**src/rtl/uop_pkg.sv**
```systemverilog
package uop_pkg;
  localparam int unsigned FLD_W  = 3;
  localparam int unsigned N_FLD  = 3;
  localparam int unsigned N_CODE = 1 << FLD_W;

  typedef enum logic [FLD_W-1:0] {
    A_NOP, A_ADD, A_CLR, A_INC, A_LDDR, A_ARDR, A_ARPC, A_WR
  } fa_e;

  typedef enum logic [FLD_W-1:0] {
    B_NOP, B_SUB, B_OR, B_AND, B_RD, B_DRAC, B_DRINC, B_DRPC
  } fb_e;

  typedef enum logic [FLD_W-1:0] {
    C_NOP, C_XOR, C_COM, C_SHL, C_SHR, C_PCINC, C_PCAR, C_RSV
  } fc_e;
endpackage

```
**src/rtl/uop_field_dec.sv**
```systemverilog
module uop_field_dec #(
  parameter int unsigned SEL_W = 3,
  localparam int unsigned N = 1 << SEL_W
) (
  input  logic [SEL_W-1:0] sel_i,
  output logic [N-1:0]     hot_o
);
  for (genvar i = 0; i < N; i++) begin : g_hot
    assign hot_o[i] = (sel_i == SEL_W'(i));
  end
endmodule

```
**src/rtl/uop_ac_unit.sv**
```systemverilog
module uop_ac_unit
  import uop_pkg::*;
#(
  parameter int unsigned DW = 16
) (
  input  logic [DW-1:0]     ac_i,
  input  logic [DW-1:0]     dr_i,
  input  logic [N_CODE-1:0] fa_hot_i,
  input  logic [N_CODE-1:0] fb_hot_i,
  input  logic [N_CODE-1:0] fc_hot_i,
  output logic [DW-1:0]     ac_d_o
);
  // later assignments win: F3 > F2 > F1
  always_comb begin
    ac_d_o = ac_i;
    if (fa_hot_i[A_ADD])  ac_d_o = ac_i + dr_i;
    if (fa_hot_i[A_CLR])  ac_d_o = '0;
    if (fa_hot_i[A_INC])  ac_d_o = ac_i + DW'(1);
    if (fa_hot_i[A_LDDR]) ac_d_o = dr_i;
    if (fb_hot_i[B_SUB])  ac_d_o = ac_i - dr_i;
    if (fb_hot_i[B_OR])   ac_d_o = ac_i | dr_i;
    if (fb_hot_i[B_AND])  ac_d_o = ac_i & dr_i;
    if (fc_hot_i[C_XOR])  ac_d_o = ac_i ^ dr_i;
    if (fc_hot_i[C_COM])  ac_d_o = ~ac_i;
    if (fc_hot_i[C_SHL])  ac_d_o = {ac_i[DW-2:0], 1'b0};
    if (fc_hot_i[C_SHR])  ac_d_o = {1'b0, ac_i[DW-1:1]};
  end
endmodule

```
**src/rtl/uop_xfer_unit.sv**
```systemverilog
module uop_xfer_unit
  import uop_pkg::*;
#(
  parameter int unsigned DW = 16,
  parameter int unsigned AW = 11
) (
  input  logic [DW-1:0]     ac_i,
  input  logic [DW-1:0]     dr_i,
  input  logic [AW-1:0]     ar_i,
  input  logic [AW-1:0]     pc_i,
  input  logic [DW-1:0]     rdata_i,
  input  logic [N_CODE-1:0] fa_hot_i,
  input  logic [N_CODE-1:0] fb_hot_i,
  input  logic [N_CODE-1:0] fc_hot_i,
  output logic [DW-1:0]     dr_d_o,
  output logic [AW-1:0]     ar_d_o,
  output logic [AW-1:0]     pc_d_o
);
  logic          ar_from_pc;
  logic [AW-1:0] ar_src;

  assign ar_from_pc = fa_hot_i[A_ARPC];
  assign ar_src     = ar_from_pc ? pc_i : dr_i[AW-1:0];

  always_comb begin
    ar_d_o = ar_i;
    if (fa_hot_i[A_ARDR] || fa_hot_i[A_ARPC]) ar_d_o = ar_src;
  end

  always_comb begin
    dr_d_o = dr_i;
    if (fb_hot_i[B_RD])    dr_d_o = rdata_i;
    if (fb_hot_i[B_DRAC])  dr_d_o = ac_i;
    if (fb_hot_i[B_DRINC]) dr_d_o = dr_i + DW'(1);
    if (fb_hot_i[B_DRPC])  dr_d_o = {dr_i[DW-1:AW], pc_i};
  end

  always_comb begin
    pc_d_o = pc_i;
    if (fc_hot_i[C_PCINC]) pc_d_o = pc_i + AW'(1);
    if (fc_hot_i[C_PCAR])  pc_d_o = ar_i;
  end
endmodule

```
**src/rtl/uop_datapath.sv**
```systemverilog
module uop_datapath
  import uop_pkg::*;
#(
  parameter int unsigned DW    = 16,
  parameter int unsigned AW    = 11,
  parameter int unsigned SEQ_W = 11,
  localparam int unsigned UI_W = N_FLD * FLD_W + SEQ_W
) (
  input  logic            clk_i,
  input  logic            rst_ni,
  input  logic [UI_W-1:0] uinstr_i,
  input  logic [DW-1:0]   mem_rdata_i,
  output logic [AW-1:0]   mem_addr_o,
  output logic [DW-1:0]   mem_wdata_o,
  output logic            mem_we_o,
  output logic [DW-1:0]   ac_o,
  output logic [AW-1:0]   pc_o,
  output logic            ac_msb_o,
  output logic            dr_msb_o,
  output logic            ac_zero_o
);
  logic [N_FLD-1:0][FLD_W-1:0]  fsel;
  logic [N_FLD-1:0][N_CODE-1:0] fhot;

  for (genvar g = 0; g < N_FLD; g++) begin : g_dec
    assign fsel[g] = uinstr_i[UI_W-1-g*FLD_W -: FLD_W];
    uop_field_dec #(.SEL_W(FLD_W)) i_dec (
      .sel_i (fsel[g]),
      .hot_o (fhot[g])
    );
  end

  logic [DW-1:0] ac_q, ac_d, dr_q, dr_d;
  logic [AW-1:0] ar_q, ar_d, pc_q, pc_d;

  uop_ac_unit #(.DW(DW)) i_ac (
    .ac_i     (ac_q),
    .dr_i     (dr_q),
    .fa_hot_i (fhot[0]),
    .fb_hot_i (fhot[1]),
    .fc_hot_i (fhot[2]),
    .ac_d_o   (ac_d)
  );

  uop_xfer_unit #(.DW(DW), .AW(AW)) i_xfer (
    .ac_i     (ac_q),
    .dr_i     (dr_q),
    .ar_i     (ar_q),
    .pc_i     (pc_q),
    .rdata_i  (mem_rdata_i),
    .fa_hot_i (fhot[0]),
    .fb_hot_i (fhot[1]),
    .fc_hot_i (fhot[2]),
    .dr_d_o   (dr_d),
    .ar_d_o   (ar_d),
    .pc_d_o   (pc_d)
  );

  always_ff @(posedge clk_i or negedge rst_ni) begin
    if (!rst_ni) begin
      ac_q <= '0;
      dr_q <= '0;
      ar_q <= '0;
      pc_q <= '0;
    end else begin
      ac_q <= ac_d;
      dr_q <= dr_d;
      ar_q <= ar_d;
      pc_q <= pc_d;
    end
  end

  assign mem_addr_o  = ar_q;
  assign mem_wdata_o = dr_q;
  assign mem_we_o    = rst_ni && fhot[0][A_WR];
  assign ac_o        = ac_q;
  assign pc_o        = pc_q;
  assign ac_msb_o    = ac_q[DW-1];
  assign dr_msb_o    = dr_q[DW-1];
  assign ac_zero_o   = ~|ac_q;

  // strobe quiet while in reset
  always_comb begin
    if (!rst_ni) assert_no_we_in_reset_R1: assert (!mem_we_o);
  end

  assert_ar_hold_R3: assert property (@(posedge clk_i) disable iff (!rst_ni)
    (fsel[0] != A_ARDR && fsel[0] != A_ARPC) |=> $stable(ar_q));

  assert_pc_hold_R7: assert property (@(posedge clk_i) disable iff (!rst_ni)
    (fsel[2] != C_PCINC && fsel[2] != C_PCAR) |=> $stable(pc_q));

  assert_pc_inc_R7: assert property (@(posedge clk_i) disable iff (!rst_ni)
    (fsel[2] == C_PCINC) |=> pc_q == $past(pc_q) + AW'(1));

  assert_swap_R8: assert property (@(posedge clk_i) disable iff (!rst_ni)
    (fsel[0] == A_LDDR && fsel[1] == B_DRAC && fsel[2] == C_NOP)
    |=> (ac_q == $past(dr_q) && dr_q == $past(ac_q)));

  assert_clr_zero_R2: assert property (@(posedge clk_i) disable iff (!rst_ni)
    (fsel[0] == A_CLR && fsel[1] == B_NOP && fsel[2] == C_NOP) |=> ac_zero_o);

  assert_com_wins_R9: assert property (@(posedge clk_i) disable iff (!rst_ni)
    (fsel[2] == C_COM) |=> ac_q == ~$past(ac_q));
endmodule

```
**config.mk**
```make
export PLATFORM = sky130hd
export DESIGN_NAME = uop_datapath
export DESIGN_NICKNAME = d
export VERILOG_FILES = /design/src/rtl/uop_pkg.sv /design/src/rtl/uop_field_dec.sv /design/src/rtl/uop_ac_unit.sv /design/src/rtl/uop_xfer_unit.sv /design/src/rtl/uop_datapath.sv
export SDC_FILE = /design/constraint.sdc
export NUM_CORES = 1
export LEC_CHECK = 0
export ABC_AREA = 1
export CAP_MARGIN = 20
export CORE_MARGIN = 1
export CORE_UTILIZATION = 54
export DETAILED_ROUTE_END_ITERATION = 16
export HOLD_SLACK_MARGIN = 0.1
export PLACE_DENSITY = 0.9
export SETUP_SLACK_MARGIN = 0.3
export SLEW_MARGIN = 5
export SYNTH_ARGS = -nofsm -noshare
export SYNTH_HDL_FRONTEND = slang
export SYNTH_SLANG_ARGS = --single-unit
```
**constraint.sdc**
```tcl
create_clock -name clk_i -period 3.6 [get_ports clk_i]
set_clock_uncertainty 0.1 [all_clocks]
set_input_delay 0.36 -clock clk_i [delete_from_list [all_inputs] [get_ports clk_i]]
set_output_delay 0.36 -clock clk_i [all_outputs]
set_load 0.05 [all_outputs]
```
==> results of run 1 <==
-- state kept, by name, indices dropped and copies added, names as in the netlist --
| register | flops |
|---|---|
| ac_o | 16 |
| mem_addr_o | 11 |
| mem_wdata_o | 16 |
| pc_o | 11 |
-- worst min path at each step --
stage | from | endpoint | slack, ns | cells past startpoint
floorplan | rst_ni | ac_o[0]$_DFFE_PN0P_ | -0.04 | 0
global placement | mem_addr_o[1]$_DFFE_PN0P_ | pc_o[1]$_DFFE_PN0P_ | 0.43 | 2
detailed placement | mem_addr_o[1]$_DFFE_PN0P_ | mem_addr_o[1]$_DFFE_PN0P_ | 0.43 | 2
CTS | rst_ni | mem_addr_o[10]$_DFFE_PN0P_ | 0.23 | 2
global route | rst_ni | pc_o[10]$_DFFE_PN0P_ | 0.26 | 2
finish | rst_ni | mem_wdata_o[15]$_DFFE_PN0P_ | 0.19 | 2
-- placed cells by master, fill, tap and decap left out, drive strengths merged, types with 2 or more instances in the layout --
master / synthesis / layout
nand2: 301 / 301
inv: 152 / 153
nor3: 22 / 22
a21oi: 105 / 105
or2: 2 / 2
o22ai: 9 / 9
a31oi: 10 / 10
a22oi: 6 / 6
fa: 2 / 2
clkbuf: 19 / 5
o21a: 2 / 2
xor2: 11 / 11
o21bai: 5 / 5
dfrtp: 54 / 54
a221oi: 5 / 5
o211ai: 25 / 25
nor4: 2 / 2
nand3: 81 / 81
clkinv: 7 / 9
o21ai: 97 / 97
clkdlybuf4s50: 0 / 83
buf: 23 / 26
xnor2: 2 / 2
nor2: 83 / 83
o221ai: 18 / 18
nand4: 11 / 11
ha: 53 / 53
-- metal layers --
metal	GRT usage [%]	vias up	part of all wire, %
li1	-	3836	-
met1	47.8	3693	39
met2	61.3	553	46
met3	6.64	93	12
met4	16.9	0	3.9
met5	0	-	0
-- worst max-delay path, cell delays in order, from the launching register on --
cell	delay (ns)
sky130_fd_sc_hd__dfrtp_1	0.51
sky130_fd_sc_hd__inv_1	0.29
sky130_fd_sc_hd__ha_1	0.26
sky130_fd_sc_hd__nand3_1	0.08
sky130_fd_sc_hd__nor4_1	0.43
sky130_fd_sc_hd__clkdlybuf4s50_1	0.89
-- where the power goes --
part | internal (mW) | leakage, nW | switching (mW) | total, mW
Clock | 0.259 | 0.0740 | 0.235 | 0.494
Combinational | 1.24 | 3.13 | 2.66 | 3.90
Sequential | 0.771 | 0.657 | 0.323 | 1.09
Total | 2.27 | 3.86 | 3.22 | 5.48
-- kinds of logic (layout without fill, tap and decap cells) --
family                   after synthesis  count (layout)  synth area share, %
AO/OA/AOI/OAI                        283             283                 24.1
XOR/XNOR                              13              13                 1.69
adder cells (fa/ha/maj)               55              55                 10.4
buffers and inverters                201             276                 11.9
flip-flops                            54              54                 20.0
AND/OR/NAND/NOR                      503             503                 31.9
-- layout make-up --
cell class / count / area, sq um / share of cell area (%)
inverters: 159 / 597 / 7.53
repair buffers: 109 / 1020 / 12.9
clock buffers: 5 / 125 / 1.58
well taps: 168 / 210 / 2.65
clock inverters: 3 / 18.8 / 0.237
flip-flops and latches: 54 / 1350 / 17.1
multi-input cells: 854 / 4600 / 58.0
==> metrics list, run 1 <==
- Number of hold violations in the final report: 0
- Via density per instance: 6.05
* Leading cell type by number of instances after synthesis: sky130_fd_sc_hd__nand2_1
- Yosys mapped a number of flops with a built-in enable equal to 0.
* Detailed-route wire length: 23800 um
* Count of different cell masters after synthesis: 41
- Final count of pins violating max slew: 0
* Post-synth top area cell: sky130_fd_sc_hd__dfrtp_1
- Element type at the critical path end: primary output
* Data required, critical path: 3.14 ns
- The mapped netlist covers 6750 sq um.
- Largest driver fanout on the critical path: 9
- Setup repair after global routing left no endpoint under its margin.
- The number of antenna diodes in the final layout is 0.
- After layout, the worst setup slack is 0.380 ns.
- The first global-routing pass estimated 38000 um of wire.
- Estimated wirelength of the detail-placed design: 18100 um
- R2R depth: 18
- Hold repair after CTS inserted 0 buffers.
* Via count of the routed design: 8175
- Setup Total Neg Slack: 0 ns
- Via count of the first global-routing pass: 7551
- CTS saw 54 sinks.
- Number of gates resized after cts: 0
* Worst setup slack before clock tree synthesis: 0.666 ns
- The initial antenna violation count came to 0.
* Reg2Reg Launch Point: mem_wdata_o[4]$_DFFE_PN0P_
- In the synthesized netlist the dominant register cell turns out to be sky130_fd_sc_hd__dfrtp_1.
- Sequential fraction of the synthesis area: 20.0%
- The worst path uses 89.5% of the clock period.
* Largest buffer count on any clock path: 2
- Net count of the mapped netlist: 1202
* Max-cap check violation count: 0
* Fraction of post-synthesis cell area in the top cell type by area: 20.0%
- During I/O placement, the number of pins put on the boundary was 96.
* Proportion of layout cells with a drive suffix above 1: 6.00%
- Power spread over the standard cell area amounts to 692 nW/um^2.
* Maximum number of pins on one net before global-route repair: 55
- Measured along the x axis, the die boundary spans 114 um.
- At the end of routability-driven placement, the weighted congestion stood at 0.981.
- Hold Worst Slack: 0.191 ns
- The total overflow left after global routing is 0.
- Fillers: 1114
- TritonCTS clock tree: done
* Top cell types by occurrence after synthesis: sky130_fd_sc_hd__nand2_1 (297), sky130_fd_sc_hd__inv_1 (140), sky130_fd_sc_hd__a21oi_1 (105)
- Clock-pin slew was measured on the worst setup and hold paths at 0.07 ns.
* P_leak: 3.86 nW
- At the pin with the least slew margin, the transition time is 0.840 ns.
- The routed design could run at a clock period as short as 3.22 ns.
* Number of DRC markers after the initial detailed-route iteration: 996
- Number of H-tree levels: 2
* Top post-synthesis cells by area: sky130_fd_sc_hd__dfrtp_1 (20%), sky130_fd_sc_hd__nand2_1 (17%), sky130_fd_sc_hd__ha_1 (9.8%), sky130_fd_sc_hd__a21oi_1 (7.8%), sky130_fd_sc_hd__inv_1 (7.8%)
* Register-to-register setup slack: 0.63 ns
- Data on the critical path arrives at its endpoint at 2.76 ns.
* Placed cell count: 1344
- Async set or reset register ratio after synthesis: 100%
- Post-layout total power: 5.48 mW
- CTS placed an instance of sky130_fd_sc_hd__clkbuf_16 at the clock tree root.
- The worst setup path is launched from a flop.
- Placeable core region: 12100 sq um
- Once placement finished, the instance area stood at 7780 sq um.
- Routed length per placed instance: 17.6 um
- Worst setup path endpoint: ac_zero_o
* Post-CTS setup-driven buffer insertion count: 0
- Final routed DRC violation total: 0
- During synthesis, Yosys emitted a total of 0 warnings.
* All-Layer GR Usage: 37.3%
- The floorplan step defined a die boundary enclosing 13000 sq um.
- Once layout is complete, the utilization of the core stands at 65.4%.
- Status: complete, no violations
- Pre-Repair DR Iteration Count: 6
- After routing the design area is 7930 sq um.
* Worst Hold Class: input port to async pin
* Number of antenna-violating nets in the routed design: 0
* Non-filler instance count after layout: 1352
- P&R area growth vs syn: 17.4%
- Final setup viols: 0
- Synth Area per Inst: 6.09 sq um
- Based on the critical path, the design can be clocked at up to 311 MHz.
* Type of the worst setup path: flop to primary output
- Measured against its own limit, the worst slew margin works out to 43.8%.
- Clock latency at the later pin of the worst-skew pair: 0.30 ns
- Quantity of I/O buffers inserted on ports: 84
- Synthesis produced a netlist whose cell count is 1109.
* Capture point of the worst reg-to-reg path: ac_o[11]$_DFFE_PN0P_
* Flops & latches, synth: 54
* Startpoint of the most critical setup path: ac_o[1]$_DFFE_PN0P_
- The worst-case IR drop observed on VDD is 0.000681 V.
* Row count: 40
* Final #Nets: 1276
- Once the floorplan was initialized, standard cells occupied 55.8% of the core.
* Cts bufs inserted: 5
- The die is 114 um tall.
Note: power is estimated with default switching activity, not from simulation.
==> run 2, diff against run 1 <==
REMOVE_ABC_BUFFERS = 1   (was default)
==> run 2 against run 1 <==
Against the previous run:
- critical path depth is the same
- fmax shrank 1.6%
- non-clock buffer count is the same
- highest routed layer unchanged
- sequential power is essentially flat
- core utilization grew 0.14 points
- power grew 1.2%
- sequential share of layout area shrank 0.069 points
- register-to-register slack lost 0.07 ns
- final area grew 0.22%
- via count grew 1.4%
- clock-buffer cell count grew 1
- combinational power is essentially flat
==> metrics list, run 2 (synthesized netlist as in run 1, its figures left out) <==
- Met3 Track Usage GR: 7.55%
- Data required, critical path: 3.14 ns
- The worst register-to-register path ends at ac_o[11]$_DFFE_PN0P_.
- Largest buffer count on any clock path: 2
- At the end of the flow, the number of nets in the layout was 1276.
- RSZ-0062 raised after global routing: no
* Status: complete, no violations
- The layout has 1085 filler cells.
- Critical path startpoint category: flop
- Number of sinks handled by clock tree synthesis: 54
- Clock latency at the later pin of the worst-skew pair: 0.30 ns
* Total of hold buffers inserted after clock tree synthesis: 0
- Number of H-tree levels: 2
- For this design the ratio of total power to cell area is 698 nW/um^2.
- P&R area growth vs syn: 17.6%
- During I/O placement, the number of pins put on the boundary was 96.
- At the end of routability-driven placement, the weighted congestion stood at 0.993.
- In the final timing run, aggregate negative setup slack is 0 ns.
* Detailed-route wire length: 24300 um
- Net switching is 58.1% of the power.
- Pre-Repair DR Iteration Count: 9
* Sequential group share of total power: 20.1%
* Final setup viols: 0
- Leaving out fill and tap cells, the most frequent cell in the layout is sky130_fd_sc_hd__nand2_1.
* All-Layer GR Usage: 38.1%
- P_leak: 3.87 nW
* # diodes: 0
- Quantity of I/O buffers inserted on ports: 84
- Reg2Reg Launch Point: ac_o[4]$_DFFE_PN0P_
* Final count of pins violating max slew: 0
* Placeable core region: 12100 sq um
* Rel. slew slack: 43.6%
- Routed length per placed instance: 18.0 um
- Post-CTS setup-driven buffer insertion count: 0
- Number of DRC markers after the initial detailed-route iteration: 960
* Combinational Power Share: 69.9%
- The tightest min-delay check is of the input port to async pin type.
- Maximum clock frequency: 306 MHz
- The critical path is of the flop to primary output type.
- Estimated wirelength of the detail-placed design: 18400 um
- Clock transition at the registers of the reported paths: 0.07 ns
- Commonest non-fill, non-tap cells in the layout: sky130_fd_sc_hd__nand2_1 (297), sky130_fd_sc_hd__inv_1 (140), sky130_fd_sc_hd__a21oi_1 (105), sky130_fd_sc_hd__o21ai_0 (87), sky130_fd_sc_hd__clkdlybuf4s50_1 (83)
* Cell Int Power: 2.32 mW
- Via density per instance: 6.13
- Tightest Pin Transition: 0.844 ns
- Measured in cells, the most critical reg-to-reg path has a length of 18.
- The count of final hold-check violations came to 0.
- Root buffer cell: sky130_fd_sc_hd__clkbuf_16
- Entering global routing, the biggest net connects 55 pins.
- Final routed DRC violation total: 0
* Number of antenna-violating nets in the routed design: 0
* Cts bufs inserted: 5
- Global-route wire length before repair: 38900 um
- Proportion of layout cells with a drive suffix above 1: 5.66%
* Min Clock Period, post-route: 3.27 ns
- The initial antenna violation count came to 0.
* Fraction of met2 tracks used by global routing: 61.5%
- IR analysis of the VDD net gives a maximum drop of 0.000682 V.
- Post-layout total power: 5.55 mW
- Data arrives at the worst endpoint at 2.81 ns.
* Layer with the highest usage after global routing: met2
- The via count of the first global-routing pass is 7708.
- Reported net switching power: 3.22 mW
- Total congestion overflow after global routing: 0
* DIE WIDTH: 114 um
- Element type at the critical path end: primary output
- Total Die Area: 13000 sq um
- Initial Util: 55.8%
* Chip height: 114 um
- The critical path starts at ac_o[1]$_DFFE_PN0P_.
- GR Util met1: 48.7%
- TritonCTS built the clock tree.
- Crit share post-route: 90.9%
- Per report_power, the clock group accounts for 10.0% of the total.
- Register-to-register setup slack: 0.56 ns
- Row count: 40
* Largest driver fanout on the critical path: 9
- Max-cap check violation count: 0
* Number of gates resized after cts: 0
- Via count of the routed design: 8288
==> run 2: cell type report <==
cell class / instances / area (sq um) / area share (%)
Inverter: 159 / 597 / 7.51
Multi-Input combinational cell: 854 / 4600 / 57.9
Sequential cell: 54 / 1350 / 17.0
Timing Repair Buffer: 109 / 1020 / 12.9
Clock inverter: 2 / 37.5 / 0.473
Tap cell: 168 / 210 / 2.65
Clock buffer: 6 / 129 / 1.62
==> run 2: layer usage <==
layer / routed length, um / part of all wire (%)
met1: 9420 / 39
met2: 10800 / 45
met3: 2880 / 12
met4: 1160 / 4.8
met5: 0 / 0
==> run 2: worst max path at each step <==
| stage | end | slack (ns) | cells after the start |
|---|---|---|---|
| final | ac_zero_o | 0.33 | 5 |
| after global routing | ac_o[11]$_DFFE_PN0P_ | 0.33 | 18 |
| after CTS | ac_zero_o | 0.42 | 5 |
| after detailed placement | ac_o[0]$_DFFE_PN0P_ | 0.64 | 10 |
| after global placement | ac_o[0]$_DFFE_PN0P_ | 0.66 | 10 |
| after floorplan | ac_zero_o | 0.45 | 3 |
==> run 2: metrics by stage <==
stage | instance area, sq um | worst slack (ns) | hold slack (ns) | instances | util (%)
3_3_place_gp | 7780 | 0.665 | 0.424 | 1344 | 64.2
2_1_floorplan | 6540 | 0.453 | -0.0356 | 1067 | -
4_1_cts | 7940 | 0.416 | 0.226 | 1352 | 65.6
3_5_place_dp | 7780 | 0.641 | 0.425 | 1344 | 64.2
5_1_grt | 7940 | 0.330 | 0.267 | 1352 | 65.6
6_report | 7940 | 0.328 | 0.210 | 1352 | 65.6
==> run 2: critical path: stages, from the launching register on <==
cell and delay [ns]:
sky130_fd_sc_hd__dfrtp_1 0.53, sky130_fd_sc_hd__inv_1 0.29, sky130_fd_sc_hd__ha_1 0.27, sky130_fd_sc_hd__nand3_1 0.09, sky130_fd_sc_hd__nor4_1 0.44, sky130_fd_sc_hd__clkdlybuf4s50_1 0.89
==> run 2: power by group through the flow <==
stage / logic, mW / registers, mW / clock network [mW]
floorplan: 2.04 / 1.62 / 0
global placement: 3.70 / 1.10 / 0
detailed placement: 3.76 / 1.10 / 0
CTS: 3.78 / 1.09 / 0.556
global route: 4.23 / 1.13 / 0.574
finish: 3.88 / 1.11 / 0.556
==> run 3, diff against run 2 <==
clock period = 3.2 ns   (was 3.6 ns; I/O delays follow)
==> run 3 against run 2 <==
Against the previous run:
- final cell count is 2.1% higher
- die area did not move
- sequential share of layout area down 0.46 points
- critical path type is now flop to flop
- highest routed layer unchanged
==> metrics list, run 3 (synthesized netlist as in run 1, its figures left out) <==
* Status: complete, no violations
* Rel. slew slack: 43.1%
- Counting cells, the worst reg-to-reg path comes to 16.
- The library cells used most frequently in the layout, excluding fill and tap cells, are sky130_fd_sc_hd__nand2_1 (296), sky130_fd_sc_hd__inv_1 (136), sky130_fd_sc_hd__a21oi_1 (103), sky130_fd_sc_hd__o21ai_0 (87), sky130_fd_sc_hd__clkdlybuf4s50_1 (82).
- The count of final max-slew check failures was 0.
- Worst Hold Class: input port to async pin
- Max-cap check violation count: 0
- The worst setup path is captured at a flop.
* Via count of the first global-routing pass: 7418
- For the pin with the worst max-slew slack, the measured transition is 0.851 ns.
- The congestion estimate from routability-driven global placement came to 0.972.
- Final routed DRC violation total: 0
* Critical path startpoint category: flop
* # diodes: 0
- Global routing used 38.3% of the available tracks across all layers.
* Cell-by-cell trace of the critical path: inv_2 > ha_1 > inv_1 > nand2_1 > nor2_1 > nand4_1 > nand2_1 > xor2_1 > nand2_1 > nand3_1 > nand2_1 > nand2_1 > nand2_1 > nand2_1 > nand2_1 > nand2_1
- RSZ-0062 raised after global routing: yes
* Register-to-register setup slack: 0.47 ns
- Static timing analysis puts the maximum clock frequency at 366 MHz.
* Largest driver fanout on the critical path: 8
- Proportion of layout cells with a drive suffix above 1: 9.98%
* Hold Worst Slack: 0.151 ns
* Top-level port count: 96
- Entering global routing, the biggest net connects 55 pins.
- TritonCTS clock tree: done
- After layout, the worst path uses 85.3% of the clock period.
- P&R area growth vs syn: 21.7%
* Worst setup slack before clock tree synthesis: 0.383 ns
- Dividing the detail-routed via count by the number of cells gives 5.94.
* Type of the worst setup path: flop to flop
- Detailed-route wire length: 24600 um
* Most common cell type on the critical path: sky130_fd_sc_hd__nand2_1
* Total Die Area: 13000 sq um
- In this run the number of H-tree levels came out at 2.
* Number of sinks handled by clock tree synthesis: 54
* Cts bufs inserted: 5
* P_leak: 3.99 nW
* Placeable core region: 12100 sq um
- Setup violations remaining at the end of the flow were counted as 0.
* Capture point of the worst reg-to-reg path: ac_o[10]$_DFFE_PN0P_
* Antenna violations before repair: 0
- Measured on the finished design, the core utilization comes to 67.8%.
* Total congestion overflow after global routing: 0
- The clock reaches the later pin of the worst-skew pair after 0.30 ns.
* Reg2Reg Launch Point: ac_o[9]$_DFFE_PN0P_
- Bufs and invs on worst path: 2
- After floorplanning, the core was divided into 40 placement rows.
* Root buffer cell: sky130_fd_sc_hd__clkbuf_16
- Leading cell type in the layout, fill and taps excluded: sky130_fd_sc_hd__nand2_1
- Initial Util: 55.8%
* Min Clock Period, post-route: 2.73 ns
- Across all setup checks in the final design, the least slack found is 0.469 ns.
- Clock-pin slew was measured on the worst setup and hold paths at 0.07 ns.
* Number of hold violations in the final report: 0
- The final route contains 8208 vias.
* Critical Path Slowest Stage Cell: sky130_fd_sc_hd__dfrtp_1
* Peak per-stage delay on the critical path: 0.56 ns
- Critical Path AT: 2.87 ns
* Chip height: 114 um
- The first global-routing pass estimated 38500 um of wire.
* Pwr/cell area: 780 nW/um^2
* Routed length per placed instance: 17.8 um
* Number of DRC markers after the initial detailed-route iteration: 1000
- Startpoint of the most critical setup path: ac_o[9]$_DFFE_PN0P_
* DIE WIDTH: 114 um
- Setup Total Neg Slack: 0 ns
- IR drop worst, VDD: 0.000511 V
- Data required, critical path: 3.33 ns
* Final #Nets: 1305
* Category of cells accounting for the largest share of critical-path delay: simple AND/OR/NAND/NOR gates
- Quantity of I/O buffers inserted on ports: 84
* Pre-Repair DR Iteration Count: 6
- Estimated wirelength of the detail-placed design: 19000 um
- In this run the deepest clock path goes through 2 buffers.
* Number of antenna-violating nets in the routed design: 0
- Summing internal, switching and leakage power gives 6.41 mW.
-- run 3: area by class of cell --
cell class	count	area, sq um
inverters	159	601
repair buffers	138	1240
fillers	1092	3900
clock buffers	6	139
multi-input cells	854	4650
clock inverters	2	12.5
flip-flops and latches	54	1360
well taps	168	210
-- run 3: per-stage QoR --
step | std cells | cell area (sq um)
6_report | 1381 | 8220
5_1_grt | 1381 | 8220
4_1_cts | 1378 | 8120
3_5_place_dp | 1370 | 7970
3_3_place_gp | 1370 | 7970
2_1_floorplan | 1067 | 6540
-- run 3: how the worst max path moves through the flow --
stage                     slack [ns]  cells past startpoint                    to
after floorplan                 0.09                      3             ac_zero_o
after global placement          0.40                     18   ac_o[9]$_DFFE_PN0P_
after detailed placement        0.38                     18   ac_o[9]$_DFFE_PN0P_
after CTS                       0.36                     18   ac_o[9]$_DFFE_PN0P_
after global routing            0.29                     16  ac_o[14]$_DFFE_PN0P_
final                           0.47                     16  ac_o[10]$_DFFE_PN0P_
-- run 3: where the power goes --
group	internal [mW]	leakage (nW)	switching, mW
registers	0.873	0.652	0.298
clock network	0.311	0.0729	0.253
logic	1.52	3.26	3.15
total	2.71	3.99	3.70
-- run 3: routing by layer --
| metal | part of all wire [%] | routed length (um) | global-route usage [%] | vias up |
|---|---|---|---|---|
| li1 | - | - | - | 3892 |
| met1 | 41 | 9980 | 52.4 | 3747 |
| met2 | 45 | 11000 | 60.2 | 505 |
| met3 | 11 | 2780 | 6.80 | 64 |
| met4 | 3.3 | 821 | 15.1 | 0 |
| met5 | 0 | 0 | 0 | - |
-- run 3: repair_timing --
action,in CTS,in global routing
gates resized for setup,1,26
buffers inserted,0,3
endpoints found under the setup margin,1,11
hold buffers,0,0
